===== src/rtl/crs_pkg.sv =====
package crs_pkg;

    typedef enum logic [1:0] {
        ST_PDOWN,
        ST_ACQ,
        ST_SETTLE,
        ST_RUN
    } seq_state_e;

    typedef enum logic [1:0] {
        RC_NONE,
        RC_256,
        RC_384
    } ratio_class_e;

    localparam int unsigned PERIOD_LO = 256;
    localparam int unsigned PERIOD_HI = 384;
    localparam int unsigned BITS_LO   = 64;
    localparam int unsigned BITS_HI   = 48;
    localparam int unsigned FB_W      = $clog2(BITS_LO + 1);

    function automatic logic near(input int unsigned val, input int unsigned ref_v,
                                  input int unsigned tol);
        return (val + tol >= ref_v) && (val <= ref_v + tol);
    endfunction

    function automatic ratio_class_e classify(input int unsigned period,
                                              input int unsigned tol);
        if (near(period, PERIOD_LO, tol))
            return RC_256;
        if (near(period, PERIOD_HI, tol))
            return RC_384;
        return RC_NONE;
    endfunction

endpackage


===== src/rtl/crs_sync.sv =====
module crs_sync #(
    parameter int unsigned W = 1
) (
    input  logic         clk,
    input  logic         rst,
    input  logic [W-1:0] d,
    output logic [W-1:0] q
);
    logic [W-1:0] meta;

    always_ff @(posedge clk) begin
        if (rst) begin
            meta <= '0;
            q    <= '0;
        end else begin
            meta <= d;
            q    <= meta;
        end
    end
endmodule


===== src/rtl/crs_ratio_det.sv =====
module crs_ratio_det
    import crs_pkg::*;
#(
    parameter int unsigned TOL   = 10,
    parameter int unsigned CNT_W = 9
) (
    input  logic clk,
    input  logic rst,
    input  logic clr,
    input  logic lr_s,
    output logic locked,
    output logic is_384,
    output logic slip,
    output logic frame_edge
);
    logic             lr_q;
    logic             have_edge;
    logic             locked_q;
    logic             r384_q;
    logic [CNT_W-1:0] cnt;
    logic [CNT_W-1:0] nominal;
    ratio_class_e     cls;
    ratio_class_e     held_cls;

    always_comb begin
        frame_edge = lr_s & ~lr_q;
        cls        = classify(32'(cnt), TOL);
        held_cls   = r384_q ? RC_384 : RC_256;
        nominal    = r384_q ? CNT_W'(PERIOD_HI) : CNT_W'(PERIOD_LO);
        if (!locked_q)
            slip = 1'b0;
        else if (frame_edge)
            slip = (cls != held_cls);
        else
            slip = (cnt == nominal + CNT_W'(TOL));
    end

    always_ff @(posedge clk) begin
        if (rst) lr_q <= 1'b0;
        else     lr_q <= lr_s;
    end

    always_ff @(posedge clk) begin
        if (rst || clr) begin
            have_edge <= 1'b0;
            locked_q  <= 1'b0;
            r384_q    <= 1'b0;
            cnt       <= '0;
        end else begin
            if (frame_edge)
                cnt <= CNT_W'(1);
            else if (cnt != '1)
                cnt <= cnt + CNT_W'(1);

            if (frame_edge)
                have_edge <= 1'b1;
            else if (slip)
                have_edge <= 1'b0;

            if (slip) begin
                locked_q <= 1'b0;
            end else if (frame_edge && have_edge && !locked_q && cls != RC_NONE) begin
                locked_q <= 1'b1;
                r384_q   <= (cls == RC_384);
            end
        end
    end

    assign locked = locked_q;
    assign is_384 = r384_q;
endmodule


===== src/rtl/crs_reinit_seq.sv =====
module crs_reinit_seq
    import crs_pkg::*;
#(
    parameter int unsigned SETTLE_FRAMES = 128
) (
    input  logic clk,
    input  logic rst,
    input  logic pdn_s,
    input  logic change,
    input  logic slip,
    input  logic locked,
    input  logic frame_edge,
    output logic ready
);
    localparam int unsigned SC_W = $clog2(SETTLE_FRAMES + 1);

    seq_state_e      st;
    logic [SC_W-1:0] scnt;

    always_ff @(posedge clk) begin
        if (rst) begin
            st   <= ST_PDOWN;
            scnt <= '0;
        end else if (!pdn_s) begin
            st   <= ST_PDOWN;
            scnt <= '0;
        end else if (change || slip) begin
            st   <= ST_ACQ;
            scnt <= '0;
        end else begin
            case (st)
                ST_PDOWN: st <= ST_ACQ;
                ST_ACQ: begin
                    if (locked) begin
                        st   <= ST_SETTLE;
                        scnt <= '0;
                    end
                end
                ST_SETTLE: begin
                    if (!locked)
                        st <= ST_ACQ;
                    else if (frame_edge) begin
                        if (scnt == SC_W'(SETTLE_FRAMES - 1))
                            st <= ST_RUN;
                        else
                            scnt <= scnt + SC_W'(1);
                    end
                end
                default: begin
                    if (!locked)
                        st <= ST_ACQ;
                end
            endcase
        end
    end

    assign ready = (st == ST_RUN);
endmodule


===== src/rtl/clk_ratio_supervisor.sv =====
module clk_ratio_supervisor
    import crs_pkg::*;
#(
    parameter int unsigned DW            = 24,
    parameter int unsigned TOL           = 10,
    parameter int unsigned SETTLE_FRAMES = 128
) (
    input  logic                   clk,
    input  logic                   rst,
    input  logic                   pdn_n,
    input  logic                   lrclk,
    input  logic [2:0]             mode_sel,
    input  logic [1:0]             demph_sel,
    input  logic                   speed_sel,
    input  logic [DW-1:0]          play_in,
    input  logic [DW-1:0]          cap_in,
    output logic                   ratio_384,
    output logic [FB_W-1:0]        frame_bits,
    output logic                   locked,
    output logic                   ready,
    output logic                   soft_rst,
    output logic [DW-1:0]          play_out,
    output logic [DW-1:0]          cap_out
);
    localparam int unsigned CTRL_W = 7;
    localparam int unsigned CNT_W  = $clog2(PERIOD_HI + TOL + 2);

    logic [CTRL_W:0]   raw_in;
    logic [CTRL_W:0]   sync_in;
    logic [CTRL_W-1:0] ctrl_q;
    logic              pdn_s;
    logic              lr_s;
    logic              change;
    logic              det_locked;
    logic              det_384;
    logic              slip;
    logic              frame_edge;
    logic              seq_ready;

    assign raw_in = {lrclk, pdn_n, speed_sel, demph_sel, mode_sel};

    crs_sync #(.W(CTRL_W + 1)) u_sync (
        .clk (clk),
        .rst (rst),
        .d   (raw_in),
        .q   (sync_in)
    );

    assign lr_s  = sync_in[CTRL_W];
    assign pdn_s = sync_in[CTRL_W-1];

    always_ff @(posedge clk) begin
        if (rst) ctrl_q <= '0;
        else     ctrl_q <= sync_in[CTRL_W-1:0];
    end

    assign change = (sync_in[CTRL_W-1:0] != ctrl_q);

    crs_ratio_det #(.TOL(TOL), .CNT_W(CNT_W)) u_det (
        .clk        (clk),
        .rst        (rst),
        .clr        (change | ~pdn_s),
        .lr_s       (lr_s),
        .locked     (det_locked),
        .is_384     (det_384),
        .slip       (slip),
        .frame_edge (frame_edge)
    );

    crs_reinit_seq #(.SETTLE_FRAMES(SETTLE_FRAMES)) u_seq (
        .clk        (clk),
        .rst        (rst),
        .pdn_s      (pdn_s),
        .change     (change),
        .slip       (slip),
        .locked     (det_locked),
        .frame_edge (frame_edge),
        .ready      (seq_ready)
    );

    always_comb begin
        locked     = det_locked;
        ratio_384  = det_locked & det_384;
        if (!det_locked)
            frame_bits = '0;
        else if (det_384)
            frame_bits = FB_W'(BITS_HI);
        else
            frame_bits = FB_W'(BITS_LO);
        ready    = seq_ready;
        soft_rst = ~seq_ready;
        play_out = seq_ready ? play_in : '0;
        cap_out  = seq_ready ? cap_in  : '0;
    end
endmodule


===== config.mk =====
export PLATFORM = sky130hd
export DESIGN_NAME = clk_ratio_supervisor
export DESIGN_NICKNAME = d
export VERILOG_FILES = /design/src/rtl/crs_pkg.sv /design/src/rtl/crs_sync.sv /design/src/rtl/crs_ratio_det.sv /design/src/rtl/crs_reinit_seq.sv /design/src/rtl/clk_ratio_supervisor.sv
export SDC_FILE = /design/constraint.sdc
export NUM_CORES = 1
export LEC_CHECK = 0
export BUFFER_PORTS_ARGS = -buffer_cell sky130_fd_sc_hd__buf_2
export CAP_MARGIN = 10
export CORE_MARGIN = 2
export CORE_UTILIZATION = 45
export DETAILED_ROUTE_END_ITERATION = 10
export PLACE_DENSITY_LB_ADDON = 0.3
export SLEW_MARGIN = 40
export SYNTH_ARGS = -nofsm -noshare
export SYNTH_HDL_FRONTEND = slang
export SYNTH_SLANG_ARGS = --single-unit

===== constraint.sdc =====
create_clock -name clk -period 2.75 [get_ports clk]
set_clock_uncertainty 0.05 [all_clocks]
set_input_delay 0 -clock clk [delete_from_list [all_inputs] [get_ports clk]]
set_output_delay 0 -clock clk [all_outputs]
set_load 0.02 [all_outputs]

==> impl_metrics.json, run 1 <==
{
  "yosysTopAreaCellShare_pct": 36.8,
  "power_density_nw_per_um2": 392,
  "fin_crit_sh_pct": 75.6,
  "overflow": 0,
  "status": "complete, no violations",
  "synth_top_area_cell": "dfxtp_1",
  "synth_seq_cells": 46,
  "setup_viol": 0,
  "die_area_um2": 6170,
  "clock_latency_ns": 0.31,
  "first_pass_iters": 4,
  "worst_pin_slew_ns": 0.669,
  "syn_inst": 281,
  "max_clock_freq_mhz": 481,
  "ctsResizeCount": 0,
  "layout_setup_ws_ns": 0.670,
  "portBuffers": 112,
  "cp_max_fo": 7,
  "wire_per_inst_um": 13.1,
  "drv_cap": 0,
  "cp-startpoint": "u_det.cnt[4]$_SDFFE_PP0P_",
  "initial_utilization_pct": 46.0,
  "fill_cells": 484,
  "grt_max_degree": 51,
  "vdd_drop_max_v": 0.000457,
  "die_w_um": 78.6,
  "drc": 0,
  "drtAntennaViolNets": 0,
  "ys_top_cells_by_count": "57 x and2_1, 46 x dfxtp_1, 28 x nor2b_1, 17 x xor2_1, 13 x nor2_1",
  "relSlewSlack_pct": 54.8,
  "clk_pin_slew_ns": 0.09,
  "h-tree-depth": 2,
  "final.min_clock_period_ns": 2.08,
  "setup.worst_path.class": "register to register",
  "fp.coreArea_um2": 5440,
  "drive_above_1_share_pct": 32.8,
  "cts_buffer_depth": 2,
  "worstPathRequired_ns": 2.96,
  "syn_area_per_cell_um2": 8.90,
  "first_iter_violations": 123,
  "layout.nets": 462,
  "crit_chain": "nor4b_1 -> nand4_1 -> a311oi_4 -> and2_1",
  "vias_per_cell": 4.97,
  "antenna_found_initial": 1,
  "via_count": 2330,
  "pre_cts_slack_ns": 0.559,
  "yosysMostFrequentCell": "and2_1",
  "cp.arrival_ns": 2.29,
  "synth-async-reset-ratio_pct": 0,
  "dieHeight_um": 78.6,
  "fp-row-count": 27,
  "ff2ff_path_depth": 4,
  "report.final.slew_viol_count": 0,
  "hold_viol": 0,
  "fin_setup_tns_ns": 0,
  "rsz0062_at_grt": "no",
  "seq_area_frac_synth_pct": 36.8,
  "startpoint_type": "register",
  "r2r_end": "u_seq.scnt[5]$_SDFFE_PP0P_",
  "synth_cell_types": 50,
  "ys_warn_count": 0,
  "io_pins": 117,
  "gr-usage-all-layers_pct": 19.5,
  "grt_pass1_wl_um": 9540,
  "crit_path_end": "u_seq.scnt[5]$_SDFFE_PP0P_",
  "cts_sinks": 46,
  "r2r-start": "u_det.cnt[4]$_SDFFE_PP0P_",
  "crit_path_end_kind": "register",
  "slowest_stage": "nor4b_1",
  "routabilityCongestion": 0.813,
  "first_global_vias": 2195,
  "cts-root-buf": "clkbuf_8",
  "cts_buffers": 5,
  "post-cts-setup-buffers": 0,
  "reg2reg_slack_ns": 0.67,
  "hold_path_class": "input pin to register",
  "dpl.hpwl_um": 4570,
  "synth_edf_count": 0,
  "wl_um": 6130,
  "ys.flop_type": "dfxtp_1",
  "cpPeakStageDelay_ns": 0.64,
  "areaGrowthSynthToFinish_pct": 31.0,
  "synth.cell_area_um2": 2500,
  "synth_area_leaders": "dfxtp_1 37%, and2_1 14%, nor2b_1 7.0%",
  "cts_tree": "done",
  "power.static_leakage_nw": 1.60
}
## flip-flops by register name (all words and copies together), names as in the netlist
register and flops:
ctrl_q 7, u_det.cnt 9, u_det.have_edge 1, u_det.is_384 1
u_det.locked 1, u_det.lr_q 1, u_seq.scnt 8, u_seq.st 2
u_sync.meta 8, u_sync.q 8
## worst min-delay path by stage
stage	from	endpoint	slack, ns	depth (start not counted)
after floorplan	rst	u_sync.q[2]$_SDFF_PP0_	0.02	1
after global placement	lrclk	u_sync.meta[7]$_SDFF_PP0_	0.16	2
after detailed placement	speed_sel	u_sync.meta[5]$_SDFF_PP0_	0.17	2
after CTS	rst	u_sync.q[7]$_SDFF_PP0_	0.04	2
after global routing	rst	u_sync.q[0]$_SDFF_PP0_	0.07	2
final	rst	u_sync.q[7]$_SDFF_PP0_	0.05	2
## metal layers
layer,GRT usage (%),vias to the layer above,share of wire (%)
li1,-,1170,-
met1,19.2,1061,39
met2,37.2,90,51
met3,5.75,9,7.7
met4,8.25,0,2.3
met5,0,-,0
## worst max-delay path, delay by kind of cell, from the launching register on
family,cells,cell delay (ns)
simple gates,3,1.17
compound gates,1,0.44
flops,1,0.38
## where the power goes
part	switching, mW	internal [mW]	leakage [nW]
Sequential	0.00664	0.681	0.375
Combinational	0.0387	0.0543	1.16
Clock	0.233	0.272	0.0585
Total	0.278	1.01	1.60
## cell usage in the layout (no fill, tap or decap), drive strengths merged, types with 2 or more instances in the layout
cell | synthesis | routed
a21boi | 3 | 3
nor3 | 3 | 3
conb | 1 | 4
nand4 | 6 | 6
dfxtp | 46 | 46
o21ai | 5 | 5
o41ai | 2 | 2
ha | 9 | 9
a2111oi | 2 | 2
and2 | 57 | 57
nand2b | 2 | 2
buf | 8 | 113
o211ai | 3 | 3
nor2 | 13 | 13
nand3 | 9 | 9
a31oi | 2 | 2
nand2 | 10 | 10
inv | 5 | 6
mux2i | 2 | 2
a21oi | 9 | 9
nor2b | 28 | 28
xnor2 | 4 | 4
clkbuf | 9 | 5
nand3b | 2 | 2
xor2 | 17 | 17
dlygate4sd3 | 0 | 8
a32oi | 3 | 3
## area by class of cell
cell class	instances	area [um^2]	share of cell area (%)
well taps	72	90.1	2.75
diodes	1	2.50	0.0764
flip-flops and latches	46	921	28.1
repair buffers	121	648	19.8
multi-input cells	216	1480	45.3
clock buffers	5	68.8	2.10
clock inverters	3	43.8	1.34
inverters	5	18.8	0.573
## stage by stage
step	cells	cell area [um^2]	utilization (%)	power, mW	hold WS, ns
after CTS	468	3270	60.2	1.29	0.0407
after global placement	452	3080	56.7	0.784	0.157
after global routing	469	3280	60.2	1.34	0.0695
final	469	3280	60.2	1.29	0.0459
after detailed placement	452	3080	56.7	0.787	0.165
after floorplan	284	2510	-	0.746	0.0216
## kinds of logic (layout without fill, tap and decap cells)
| kind of cell | after synthesis | in the layout | share of synthesized area (%) |
|---|---|---|---|
| mux | 2 | 2 | 0.800 |
| fa+ha+maj | 9 | 9 | 4.50 |
| other cells | 1 | 5 | 0.150 |
| buf+inv | 22 | 134 | 4.30 |
| compound gates | 40 | 40 | 13.0 |
| flops | 46 | 46 | 36.8 |
| xor+xnor | 21 | 21 | 7.35 |
| simple gates | 140 | 140 | 33.1 |
## repair_timing
action,4_1_cts,5_1_grt
hold endpoints to repair,8,0
setup endpoints to repair,0,0
hold buffers,8,0
Power figures use the tool's default switching activity.
==> inputs of run 2 (changes only) <==
--- a/config.mk
+++ b/config.mk
@@ -5,10 +5,11 @@
 export SDC_FILE = /design/constraint.sdc
 export NUM_CORES = 1
 export LEC_CHECK = 0
+export ABC_AREA = 1
 export BUFFER_PORTS_ARGS = -buffer_cell sky130_fd_sc_hd__buf_2
 export CAP_MARGIN = 10
 export CORE_MARGIN = 2
-export CORE_UTILIZATION = 45
+export CORE_UTILIZATION = 42
 export DETAILED_ROUTE_END_ITERATION = 10
 export PLACE_DENSITY_LB_ADDON = 0.3
 export SLEW_MARGIN = 40
==> constraint.sdc (replaced) <==
create_clock -name clk -period 1.7 [get_ports clk]
set_clock_uncertainty 0.05 [all_clocks]
set_input_delay 0 -clock clk [delete_from_list [all_inputs] [get_ports clk]]
set_output_delay 0 -clock clk [all_outputs]
set_load 0.02 [all_outputs]
==> run 2 against run 1 <==
Final cell count rose by 28%. Sequential cell count unchanged. Power up 54%. Largest cell class unchanged. Synthesized area is 0.10% higher. Non-clock buffer count up 16. Register-to-register slack worse by 0.63 ns. Global-route usage down 2.4 points. Via count rose by 12%.
==> impl_metrics.json, run 2 <==
{
  "status": "complete, no violations",
  "synth_seq_cells": 46,
  "synth_edf_count": 0,
  "yosysTopAreaCellShare_pct": 36.8,
  "ys.flop_type": "dfxtp_1",
  "fin_setup_tns_ns": 0,
  "syn_inst": 392,
  "cp.arrival_ns": 1.86,
  "power.static_leakage_nw": 2.16,
  "final_area_um2": 3630,
  "stdcell_count": 602,
  "layout_commonest_cell": "buf_2",
  "layout.nets": 593,
  "intPower_mw": 1.49,
  "ys_warn_count": 0,
  "clock_latency_ns": 0.30,
  "startpoint_type": "register",
  "synth.cell_area_um2": 2500,
  "synth_compound_area_share_pct": 4.00,
  "worstPathRequired_ns": 1.90,
  "io_pins": 117,
  "report.final.slew_viol_count": 0,
  "switchingPower_uw": 489,
  "wl_um": 5970,
  "first_iter_violations": 87,
  "utilization_pct": 62.1,
  "seq_power_share_pct": 55.9,
  "seqCellArea_um2": 941,
  "wire_per_inst_um": 9.92,
  "synth_top_family_by_area": "simple AND/OR/NAND/NOR gates",
  "p_sw_share_pct": 24.7,
  "syn_area_per_cell_um2": 6.39,
  "power_mw": 1.98,
  "synth_mux_area_share_pct": 0,
  "cts_buffer_depth": 2,
  "die_area_um2": 6590,
  "postPlaceCellArea_um2": 3200,
  "hold_viol": 0,
  "h-tree-depth": 2,
  "grt_max_degree": 51,
  "portBuffers": 112,
  "layout_setup_ws_ns": 0.0386,
  "final.min_clock_period_ns": 1.66,
  "yosys.area_share.simple_pct": 30.3,
  "pre_cts_slack_ns": -0.0174,
  "yosysMostFrequentCell": "inv_1",
  "mostFrequentLayoutCells": "112 x buf_2, 95 x inv_1, 91 x nand2_1",
  "rsz0062_at_grt": "yes",
  "first_global_vias": 2204,
  "p_comb_share_pct": 8.2,
  "synth_top_area_cell": "dfxtp_1",
  "overflow": 0,
  "grt_pass1_wl_um": 8850,
  "gr-usage-all-layers_pct": 17.0,
  "cts_sinks": 46,
  "fp.coreArea_um2": 5850,
  "vias_per_cell": 4.35,
  "drtAntennaViolNets": 0,
  "holdWs_ns": 0.244,
  "via_count": 2617,
  "dieHeight_um": 81.2,
  "power_density_nw_per_um2": 545,
  "fin_crit_sh_pct": 97.7,
  "crit_path_end_kind": "register",
  "areaGrowthSynthToFinish_pct": 45.1,
  "seq_area_frac_synth_pct": 36.8,
  "post-place-cells": 579,
  "drv_cap": 0,
  "p_clk_share_pct": 35.9,
  "max_clock_freq_mhz": 602,
  "largest_register_ffs": 9,
  "cp_max_fo": 4,
  "setup_viol": 0,
  "antenna_found_initial": 0,
  "yosys.area_share.adder_pct": 4.50,
  "ys_top_cells_by_count": "102 x inv_1, 101 x nand2_1, 56 x nor2_1, 46 x dfxtp_1, 14 x xor2_1",
  "cts_tree": "done",
  "synth-xor-area-share_pct": 5.95,
  "drc": 0,
  "initial_utilization_pct": 42.8,
  "synth_cell_types": 27,
  "setup.worst_path.class": "register to register",
  "clk_pin_slew_ns": 0.09,
  "first_pass_iters": 4,
  "dpl.hpwl_um": 4210,
  "cts_buffers": 5,
  "die_w_um": 81.2,
  "num_antenna_cells": 0,
  "vdd_drop_max_v": 0.000554,
  "routabilityCongestion": 0.811,
  "multi_input_area_um2": 1320,
  "fp-row-count": 28,
  "cts-root-buf": "clkbuf_8",
  "fill_cells": 541,
  "synth-async-reset-ratio_pct": 0,
  "hold_path_class": "input pin to primary output",
  "top_register": "u_det.cnt",
  "synth_area_leaders": "dfxtp_1 37%, inv_1 15%, nand2_1 15%",
  "drive_above_1_share_pct": 37.4
}
## run 2: logic make-up after synthesis
kind of cell    count (synthesis)
flops                          46
compound gates                 18
other cells                     1
xor+xnor                       17
simple gates                  185
fa+ha+maj                       9
buf+inv                       116
## run 2: power by group through the flow
stage	Sequential (mW)	Combinational, mW	Clock [mW]
floorplan	1.13	0.0695	0
global placement	1.13	0.136	0
detailed placement	1.14	0.138	0
CTS	1.11	0.155	0.735
global route	1.11	0.184	0.772
finish	1.11	0.162	0.710
## run 2: what timing repair did
item | 4_1_cts | 5_1_grt
setup endpoints to repair | 1 | 20
resized for setup | 1 | 63
hold buffers | 9 | 0
endpoints found under the hold margin | 10 | 0
pin swaps | 2 | 15
buffers inserted | 0 | 6
## run 2: layout make-up
class                           instances  share of cell area, %
Clock buffer                            5                   1.89
Sequential cell                        46                   25.9
Inverter                              103                   10.8
Timing Repair Buffer                  137                   21.8
Multi-Input combinational cell        233                   36.3
Clock inverter                          3                  0.758
Tap cell                               75                   2.58
## run 2: metal layers
layer / wire length, um / global-route usage (%)
met5: 0 / 0
met4: 116 / 6.10
met3: 477 / 4.00
met2: 3010 / 32.1
met1: 2360 / 18.3
## run 2: path summary, 6_finish.rpt
path	depth (start not counted)	from	end	slack [ns]
max reg2reg	10	u_det.cnt[0]$_SDFFE_PP0P_	u_seq.st[0]$_SDFFE_PP0P_	0.04
min reg2reg	2	u_sync.meta[1]$_SDFF_PP0_	u_sync.q[1]$_SDFF_PP0_	0.35
max	10	u_det.cnt[0]$_SDFFE_PP0P_	u_seq.st[0]$_SDFFE_PP0P_	0.04
min	4	cap_in[17]	cap_out[17]	0.24
## run 2: worst max-delay path: stages (launching register included)
cell and delay, ns:
dfxtp_2 0.35, buf_6 0.12, inv_4 0.08, ha_4 0.13, nand3_2 0.08, nor2_1 0.11, o211ai_1 0.11, a21oi_2 0.20
nand2_4 0.11, buf_4 0.15, a21oi_1 0.12
